===== src/rtl/intc_pkg.sv =====
package intc_pkg;

  localparam int unsigned WORD_W    = 32;
  localparam int unsigned NBANK     = 2;
  localparam int unsigned SEL_BITS  = 3;
  localparam int unsigned BANK_BITS = $clog2(NBANK);
  localparam int unsigned ADDR_W    = SEL_BITS + BANK_BITS;

  localparam logic [WORD_W-1:0] NONE_PENDING = {1'b1, {(WORD_W-1){1'b0}}};

  // word selector inside one bank (offset / 4)
  typedef enum logic [SEL_BITS-1:0] {
    W_RAW   = 3'd0,
    W_MASK  = 3'd1,
    W_CLEAR = 3'd2,
    W_MODE  = 3'd3,
    W_SENSE = 3'd4,
    W_STAT  = 3'd5,
    W_FIRST = 3'd6,
    W_NONE  = 3'd7
  } word_sel_e;

  // edge event for one line: rising when fall_sel is 0, falling when 1
  function automatic logic edge_hit(input logic now_v, input logic prev_v,
                                    input logic fall_sel);
    return fall_sel ? (prev_v & ~now_v) : (now_v & ~prev_v);
  endfunction

  // level qualification for one line: active high when low_sel is 0
  function automatic logic level_hit(input logic now_v, input logic low_sel);
    return now_v ^ low_sel;
  endfunction

  // lowest set bit index, or NONE_PENDING when the vector is empty
  function automatic logic [WORD_W-1:0] first_word(input logic [WORD_W-1:0] v);
    logic [WORD_W-1:0] r;
    r = NONE_PENDING;
    for (int i = WORD_W - 1; i >= 0; i--) begin
      if (v[i]) r = WORD_W'(i);
    end
    return r;
  endfunction

endpackage


===== src/rtl/intc_trigger.sv =====
module intc_trigger
  import intc_pkg::*;
#(
  parameter int unsigned NSRC = 32
) (
  input  logic            clk,
  input  logic            rst_n,
  input  logic [NSRC-1:0] src_now,
  input  logic [NSRC-1:0] src_prev,
  input  logic [NSRC-1:0] edge_mode,
  input  logic [NSRC-1:0] sense,
  input  logic [NSRC-1:0] clr_hit,
  output logic [NSRC-1:0] pend
);

  logic [NSRC-1:0] edge_ev;
  logic [NSRC-1:0] lvl_act;
  logic [NSRC-1:0] latch_q;

  for (genvar i = 0; i < NSRC; i++) begin : g_line
    assign edge_ev[i] = edge_hit(src_now[i], src_prev[i], sense[i]);
    assign lvl_act[i] = level_hit(src_prev[i], sense[i]);
    assign pend[i]    = edge_mode[i] ? latch_q[i] : lvl_act[i];
  end

  // a new edge wins over a clear in the same cycle; level lines hold no latch
  always_ff @(posedge clk or negedge rst_n) begin
    if (!rst_n) latch_q <= '0;
    else        latch_q <= edge_mode & ((latch_q & ~clr_hit) | edge_ev);
  end

endmodule


===== src/rtl/intc_bank.sv =====
module intc_bank
  import intc_pkg::*;
#(
  parameter int unsigned NSRC = 32
) (
  input  logic              clk,
  input  logic              rst_n,
  input  logic              wr_en,
  input  word_sel_e         sel,
  input  logic [NSRC-1:0]   wdata,
  input  logic [NSRC-1:0]   src_now,
  input  logic [NSRC-1:0]   src_q,
  output logic [NSRC-1:0]   stat,
  output logic [NSRC-1:0]   pend,
  output logic [NSRC-1:0]   mode,
  output logic [NSRC-1:0]   clr_hit,
  output logic [WORD_W-1:0] rdat
);

  logic [NSRC-1:0] mask_q;
  logic [NSRC-1:0] mode_q;
  logic [NSRC-1:0] sense_q;

  always_ff @(posedge clk or negedge rst_n) begin
    if (!rst_n) begin
      mask_q  <= '0;
      mode_q  <= '0;
      sense_q <= '0;
    end else if (wr_en) begin
      case (sel)
        W_MASK:  mask_q  <= wdata;
        W_MODE:  mode_q  <= wdata;
        W_SENSE: sense_q <= wdata;
        default: ;
      endcase
    end
  end

  assign clr_hit = (wr_en && sel == W_CLEAR) ? wdata : '0;

  intc_trigger #(.NSRC(NSRC)) u_trig (
    .clk      (clk),
    .rst_n    (rst_n),
    .src_now  (src_now),
    .src_prev (src_q),
    .edge_mode(mode_q),
    .sense    (sense_q),
    .clr_hit  (clr_hit),
    .pend     (pend)
  );

  assign stat = pend & mask_q;
  assign mode = mode_q;

  always_comb begin
    case (sel)
      W_RAW:   rdat = WORD_W'(src_q);
      W_MASK:  rdat = WORD_W'(mask_q);
      W_MODE:  rdat = WORD_W'(mode_q);
      W_SENSE: rdat = WORD_W'(sense_q);
      W_STAT:  rdat = WORD_W'(stat);
      default: rdat = '0;
    endcase
  end

endmodule


===== src/rtl/intc_first.sv =====
module intc_first
  import intc_pkg::*;
#(
  parameter int unsigned NSRC = 32
) (
  input  logic [NSRC-1:0]   stat,
  output logic [WORD_W-1:0] first
);

  assign first = first_word(WORD_W'(stat));

endmodule


===== src/rtl/dual_bank_intc.sv =====
module dual_bank_intc
  import intc_pkg::*;
#(
  parameter int unsigned NSRC = 32
) (
  input  logic              clk,
  input  logic              rst_n,
  input  logic [NSRC-1:0]   src_in,
  input  logic              bus_wr,
  input  logic [ADDR_W-1:0] bus_waddr,
  input  logic [WORD_W-1:0] bus_wdata,
  output logic [WORD_W-1:0] bus_rdata,
  output logic              irq_o,
  output logic              fiq_o
);

  logic [NSRC-1:0]      src_q;
  logic [NSRC-1:0]      stat_a [NBANK];
  logic [NSRC-1:0]      pend_a [NBANK];
  logic [NSRC-1:0]      mode_a [NBANK];
  logic [NSRC-1:0]      clr_a  [NBANK];
  logic [WORD_W-1:0]    rdat_a [NBANK];
  logic [NBANK-1:0]     line_q;
  logic [BANK_BITS-1:0] bank_sel;
  word_sel_e            word_sel;
  logic [WORD_W-1:0]    first_w;

  // named internal events for the checker
  logic [NSRC-1:0] irq_stat_w, fiq_stat_w;
  logic [NSRC-1:0] pend0_w, pend1_w, mode0_w, mode1_w, clr0_w, clr1_w;

  assign bank_sel = bus_waddr[ADDR_W-1:SEL_BITS];
  assign word_sel = word_sel_e'(bus_waddr[SEL_BITS-1:0]);

  always_ff @(posedge clk or negedge rst_n) begin
    if (!rst_n) src_q <= '0;
    else        src_q <= src_in;
  end

  for (genvar b = 0; b < NBANK; b++) begin : g_bank
    intc_bank #(.NSRC(NSRC)) u_bank (
      .clk    (clk),
      .rst_n  (rst_n),
      .wr_en  (bus_wr && (bank_sel == BANK_BITS'(b))),
      .sel    (word_sel),
      .wdata  (bus_wdata[NSRC-1:0]),
      .src_now(src_in),
      .src_q  (src_q),
      .stat   (stat_a[b]),
      .pend   (pend_a[b]),
      .mode   (mode_a[b]),
      .clr_hit(clr_a[b]),
      .rdat   (rdat_a[b])
    );
  end

  intc_first #(.NSRC(NSRC)) u_first (
    .stat (stat_a[0]),
    .first(first_w)
  );

  always_ff @(posedge clk or negedge rst_n) begin
    if (!rst_n) line_q <= '0;
    else begin
      for (int b = 0; b < NBANK; b++) line_q[b] <= |stat_a[b];
    end
  end

  assign irq_o = line_q[0];
  assign fiq_o = line_q[1];

  assign bus_rdata = (bank_sel == '0 && word_sel == W_FIRST) ? first_w : rdat_a[bank_sel];

  assign irq_stat_w = stat_a[0];
  assign fiq_stat_w = stat_a[1];
  assign pend0_w    = pend_a[0];
  assign pend1_w    = pend_a[1];
  assign mode0_w    = mode_a[0];
  assign mode1_w    = mode_a[1];
  assign clr0_w     = clr_a[0];
  assign clr1_w     = clr_a[1];

endmodule


===== config.mk =====
export PLATFORM = sky130hd
export DESIGN_NAME = dual_bank_intc
export DESIGN_NICKNAME = d
export VERILOG_FILES = /design/src/rtl/intc_pkg.sv /design/src/rtl/intc_trigger.sv /design/src/rtl/intc_bank.sv /design/src/rtl/intc_first.sv /design/src/rtl/dual_bank_intc.sv
export SDC_FILE = /design/constraint.sdc
export NUM_CORES = 1
export LEC_CHECK = 0
export CELL_PAD_IN_SITES_DETAIL_PLACEMENT = 0
export CELL_PAD_IN_SITES_GLOBAL_PLACEMENT = 1
export CORE_ASPECT_RATIO = 1.25
export CORE_MARGIN = 8
export CORE_UTILIZATION = 52
export DETAILED_ROUTE_END_ITERATION = 12
export DONT_BUFFER_PORTS = 1
export PLACE_DENSITY = 0.92
export SKIP_CTS_REPAIR_TIMING = 1
export SLEW_MARGIN = 40
export SYNTH_ARGS = -nofsm -noshare
export SYNTH_HDL_FRONTEND = slang
export SYNTH_HIERARCHICAL = 1
export SYNTH_SLANG_ARGS = --single-unit
export TNS_END_PERCENT = 1

===== constraint.sdc =====
create_clock -name clk -period 2.7 [get_ports clk]
set_clock_uncertainty 0.15 [all_clocks]
set_input_delay 0.54 -clock clk [delete_from_list [all_inputs] [get_ports clk]]
set_output_delay 0.54 -clock clk [all_outputs]
set_load 0.005 [all_outputs]

; Word-level counts from Yosys, hierarchy flattened
; Index checks and enable logic that the tools add are counted.
[word_totals]
mem_bits_rw = 0
regBits = 290
latch_bits = 0
romBits = 0
in_bits = 71
mem_count = 0
word_cells = 403
[op_classes]
n_bitwise = 204
order_cmp = 1
multipliers = 0
reduce_logical = 14
shift = 0
add_sub_neg = 0
div = 0
n_mux = 168
eq_ne = 6
[ops]
columns = op, count
row1 = 2-to-1 mux 32 bit, 38
row2 = case mux 32 bit (5 select lines), 2
row3 = AND 32 bit, 6
row4 = 2-to-1 mux 1 bit, 128
row5 = inverter 1 bit, 65
row6 = AND 1 bit, 64
row7 = inverter 32 bit, 2
row8 = bitwise OR 32 bit, 2
row9 = OR reduction 32 bit, 2
row10 = XOR 1 bit, 64
row11 = AND reduction 2 bit, 6
row12 = == test 3 bit (second input constant), 3
row13 = == test 3 x 2 -> 1 bit (second input constant), 2
row14 = logical AND 1 bit, 5
row15 = == test 3 x 1 -> 1 bit (second input constant), 1
row16 = zero test 3 bit, 1
row17 = greater-or-equal comparator 2 bit (second input constant), 1
row18 = inverter 1 -> 2 bit, 1

; Depth between registers and ports, before layout
[depth]
depth_word = 36
mapped_depth = 10

; Modules after synthesis
; Netlist, hierarchy kept.
[by_module_without_submodules]
columns = module, n_inst, seq_area_each_um2, cells_each, area_per_inst_um2
row1 = intc_bank, 2, 2402.3, 433, 5245.0
row2 = intc_trigger, 2, 800.8, 254, 2354.8
row3 = dual_bank_intc, 1, 850.8, 166, 1704.1
row4 = intc_first, 1, 0.0, 92, 566.8

; Worst setup path after synthesis
; OpenSTA, ideal clock, no wires.
[synth_path]
path_type = register to output
startpoint = reg src_q[31]
endpoint = out bus_rdata[0]
path_stages_with_launch = 11
t_arrival_ns = 1.841
path_buffers = 0
slack_ns = 0.169
path_cell_list = dfrtp_1 xnor2_1 o21ai_0 and2_1 nor3b_1 nor3_1 o31ai_1 o2111ai_1 a221oi_1 nand2_1 o21ai_1
[synth_via]
elab_chain_cells = 36
[synth_lines]
columns = element, line
row1 = "start, declared", dual_bank_intc.sv:17  ; logic [NSRC-1:0] src_q;
row2 = "start signal, assigned", dual_bank_intc.sv:37  ; else src_q <= src_in;
row3 = XOR 1 bit, intc_pkg.sv:31  ; return now_v ^ low_sel;
row4 = 2-to-1 mux 1 bit, intc_trigger.sv:23  ; assign pend[i] = edge_mode[i] ? latch_q[i] : lvl_act[i];
row5 = via pend0_w[31], dual_bank_intc.sv:30  ; logic [NSRC-1:0] pend0_w, pend1_w, mode0_w, mode1_w, clr0_w, clr1_w;
row6 = AND 32 bit, intc_bank.sv:52  ; assign stat = pend & mask_q;
row7 = via irq_stat_w[31], dual_bank_intc.sv:29  ; logic [NSRC-1:0] irq_stat_w, fiq_stat_w;
row8 = 2-to-1 mux 32 bit (32 in a row), intc_pkg.sv:39  ; if (v[i]) r = WORD_W'(i);
row9 = via first_w[0], dual_bank_intc.sv:26  ; logic [WORD_W-1:0] first_w;
row10 = 2-to-1 mux 32 bit, dual_bank_intc.sv:72  ; assign bus_rdata = (bank_sel == '0 && word_sel == W_FIRST) ? first_w : rdat_a[bank_sel];
row11 = "end, declared", dual_bank_intc.sv:12  ; output logic [WORD_W-1:0] bus_rdata,
; The timed path passes the listed nets, and every way through them passes these cells.

; Worst setup path in the final report
[layout_path]
startpoint = reg src_q[17]
endpoint = out bus_rdata[3]
[layout_via]
elab_chain_cells = 22
[layout_lines]
columns = element, line
row1 = XOR 1 bit, intc_pkg.sv:31
row2 = 2-to-1 mux 1 bit, intc_trigger.sv:23
row3 = via pend0_w[17], dual_bank_intc.sv:30
row4 = AND 32 bit, intc_bank.sv:52
row5 = via irq_stat_w[17], dual_bank_intc.sv:29
row6 = 2-to-1 mux 32 bit (18 in a row), intc_pkg.sv:39
row7 = via first_w[3], dual_bank_intc.sv:26
row8 = 2-to-1 mux 32 bit, dual_bank_intc.sv:72
; The timed path passes the listed nets, and every way through them passes these cells.

==> metrics.txt <==
Max VDD drop=0.573 mV; status=finished with violations; Nets=1892; die area=0.0398 mm2; RSZ-0062 raised after global routing=true; Ports=105; share of layout cells above drive strength 1=0.260; slowest CP cell=or4_4; EDFF count, synth=0; via/cell ratio=6.39; total grt overflow=0; placed instance count=2147; CP max stage delay=0.52 ns; Die Wd=180 um; WHS=-0.460 ns; CP endpoint kind=output port; crit start category=register; mapped cell area=0.0175 mm2; fill count=2604; Design Area, Final=0.0208 mm2; drt first pass iters=5; min Tclk post-route=3.37 ns; fmax=297 MHz; routed via count=14502; period utilization=1.25; cell mode on critical path=nand2_1; CP delay by family, top=simple AND/OR/NAND/NOR gates; synth-to-layout area growth=19.3%; global placement routability congestion=0.879; Site Rows=75; Fin Setup TNS=-7.36 ns; worst-margin pin slew=0.795 ns; maxcap violations=0; total number of H-tree levels=1; Non-Filler Instances=2268; top-area cell type share of the netlist area=0.415; Slew headroom=0.470; HP Class=in2async; critical-path cell list=xnor2_1 -> o21ai_0 -> and2_4 -> or4_4 -> nor2_2 -> nand2_1 -> a21oi_2 -> nand2_1 -> o21ai_2 -> buf_4; Detail Route Antenna Nets=0; # port buffers=0; Worst Path Required=2.01 ns; Post-synth top flop=dfrtp_1; largest net degree at the start of global routing=291; final core occ=0.626; vias in the first global route=14267; Num CTS Buffers=31; warnings from Yosys=6; Mapped Cells=1632; largest fanout on the critical path=3; antenna cell count=0; WP data arrival=2.68 ns; TritonCTS clock tree=done; initial core utilization=0.524; Worst-Skew Late Latency=0.58 ns; Placed Area=0.0189 mm2; failing checks=negative hold slack, negative setup slack; clock net sink count=290; clk buf depth=3; drt wl/cell=23.8 um; Vert. Die Dim=221 um; PwrDens=712 mW/mm2; post-synthesis area per instance=10.7 um2; initial antenna violation count=0; Synth Register Bits=290; # DRC=0; CORE AREA=0.0333 mm2; clk root buf=clkbuf_16; routed wire length=54100 um; leak pwr=8.93 nW; final-report max-slew violation count=0; WP buf/inv=1; clock slew at reported path FFs=0.07 ns; setup slack after layout=-0.672 ns; crit path kind=reg2out; post-synthesis cell type count=51; # setup viols final=31; dpl hpwl=32700 um; Synth area leader=dfrtp_1; share of synthesized registers carrying an async set or reset=1.00; Final Hold Fails=290; sequential share of the synthesized area=0.415; first-pass GRT wire length=80500 um; Total GRT Usage=0.251; top cells by area, synth=dfrtp_1 42%, mux2_2 8.0%, a32oi_1 6.2%, mux2_4 5.2%, and2_1 4.7%; Iter 0 DRT Violations=1325
[cells in the mapped netlist (all sizes together), types with 2 or more instances]
cell type	number
dfrtp	290
mux2	192
o21ai	163
and2	130
a32oi	124
nand2	100
buf	85
nand2b	64
nor2b	64
xnor2	64
nor3b	63
and3b	62
o31a	60
mux2i	36
clkbuf	28
nor4	25
nor2	11
inv	10
a21oi	7
nand4	6
nor3	6
nand4b	4
nand4bb	4
o211ai	4
o31ai	4
or4	4
nand3	3
a2111oi	2
and4	2
nor4b	2
o2bb2ai	2
or2	2
[worst reg2reg max path: cells and delay by family, from the launching register on]
| family | cells | cell delay (ns) |
|---|---|---|
| AOI/OAI and AO/OA | 1 | 0.15 |
| xor gates and xnor gates | 1 | 0.18 |
| buffers and inverters | 2 | 0.35 |
| DFF | 1 | 0.39 |
| and+or+nand+nor | 4 | 1.00 |
[state kept, by name, indices dropped and copies added (netlist names)]
signal and flops:
g_bank.u_bank/mask_q 64, g_bank.u_bank/mode 64, g_bank.u_bank/sense_q 64, g_bank.u_bank/u_trig/latch_q 64
line_q 2, src_q 32
[cell families (layout without fill, tap and decap cells)]
logic type                count (synthesis)  count (layout)  share of synthesized area
AOI/OAI and AO/OA                       373             373                      0.149
xor gates and xnor gates                 64              64                     0.0321
buffers and inverters                   123             311                     0.0437
DFF                                     290             290                      0.415
muxes                                   228             228                      0.157
other                                     1              26                   0.000215
and+or+nand+nor                         553             553                      0.202
[placed cells by master (no fill, tap or decap), types with 9 or more instances in the layout]
cell | Yosys | final
buf_12 | 0 | 17
nor2b_1 | 64 | 62
nand2_1 | 100 | 100
and3b_1 | 62 | 62
dlygate4sd3_1 | 0 | 64
dfrtp_1 | 290 | 290
o21ai_0 | 112 | 85
nand2b_1 | 62 | 62
nor3b_1 | 61 | 60
conb_1 | 1 | 26
mux2_2 | 124 | 124
and2_1 | 130 | 118
xnor2_1 | 64 | 55
mux2_4 | 60 | 60
o21ai_2 | 0 | 12
and2_4 | 0 | 10
clkinv_2 | 0 | 9
mux2i_1 | 36 | 35
a32oi_1 | 124 | 124
o31a_1 | 60 | 60
buf_4 | 34 | 160
o21ai_1 | 51 | 66
nor4_1 | 25 | 22
clkbuf_16 | 0 | 31
[final timing paths]
path,slack [ns],cells past startpoint,to,start
setup / recovery,-0.67,10,bus_rdata[3],src_q[17]
hold / removal,-0.46,0,g_bank[1].u_bank/u_trig/latch_q[17],rst_n
setup reg to reg,0.36,8,line_q[1],src_q[31]
hold reg to reg,0.38,1,g_bank[1].u_bank/mask_q[18],g_bank[1].u_bank/mask_q[18]
max in group asynchronous,2.23,0,g_bank[0].u_bank/mode[25],rst_n
min in group clk,0.01,2,g_bank[1].u_bank/u_trig/latch_q[30],src_in[30]
[cell type report]
type | instances | area [um2] | share of cell area
multi-input combinational | 1244 | 9770 | 0.469
tap | 423 | 529 | 0.0254
inverter | 10 | 37.5 | 0.00180
sequential | 290 | 7260 | 0.348
clock inverter | 13 | 144 | 0.00690
timing repair buffer | 244 | 2220 | 0.106
clock buffer | 44 | 895 | 0.0429
[report_power, final]
part	internal (mW)	switching [mW]	total (mW)
Sequential	5.22	0.799	6.02
Clock	2.58	1.81	4.39
Combinational	2.55	1.88	4.43
[metrics by stage]
step	total power [mW]	setup WS (ns)
final	14.8	-0.672
after floorplan	8.63	0.169
after detailed placement	10.1	-0.183
after global placement	9.90	-0.135
after CTS	14.5	-0.843
after global routing	15.5	-0.840
[layer usage]
layer / routed length, um / track usage
met2: 26600 / 0.424
met4: 2130 / 0.115
met1: 21200 / 0.307
met3: 4130 / 0.0474
met5: 0 / 0
(Power assumes the default switching activity.)
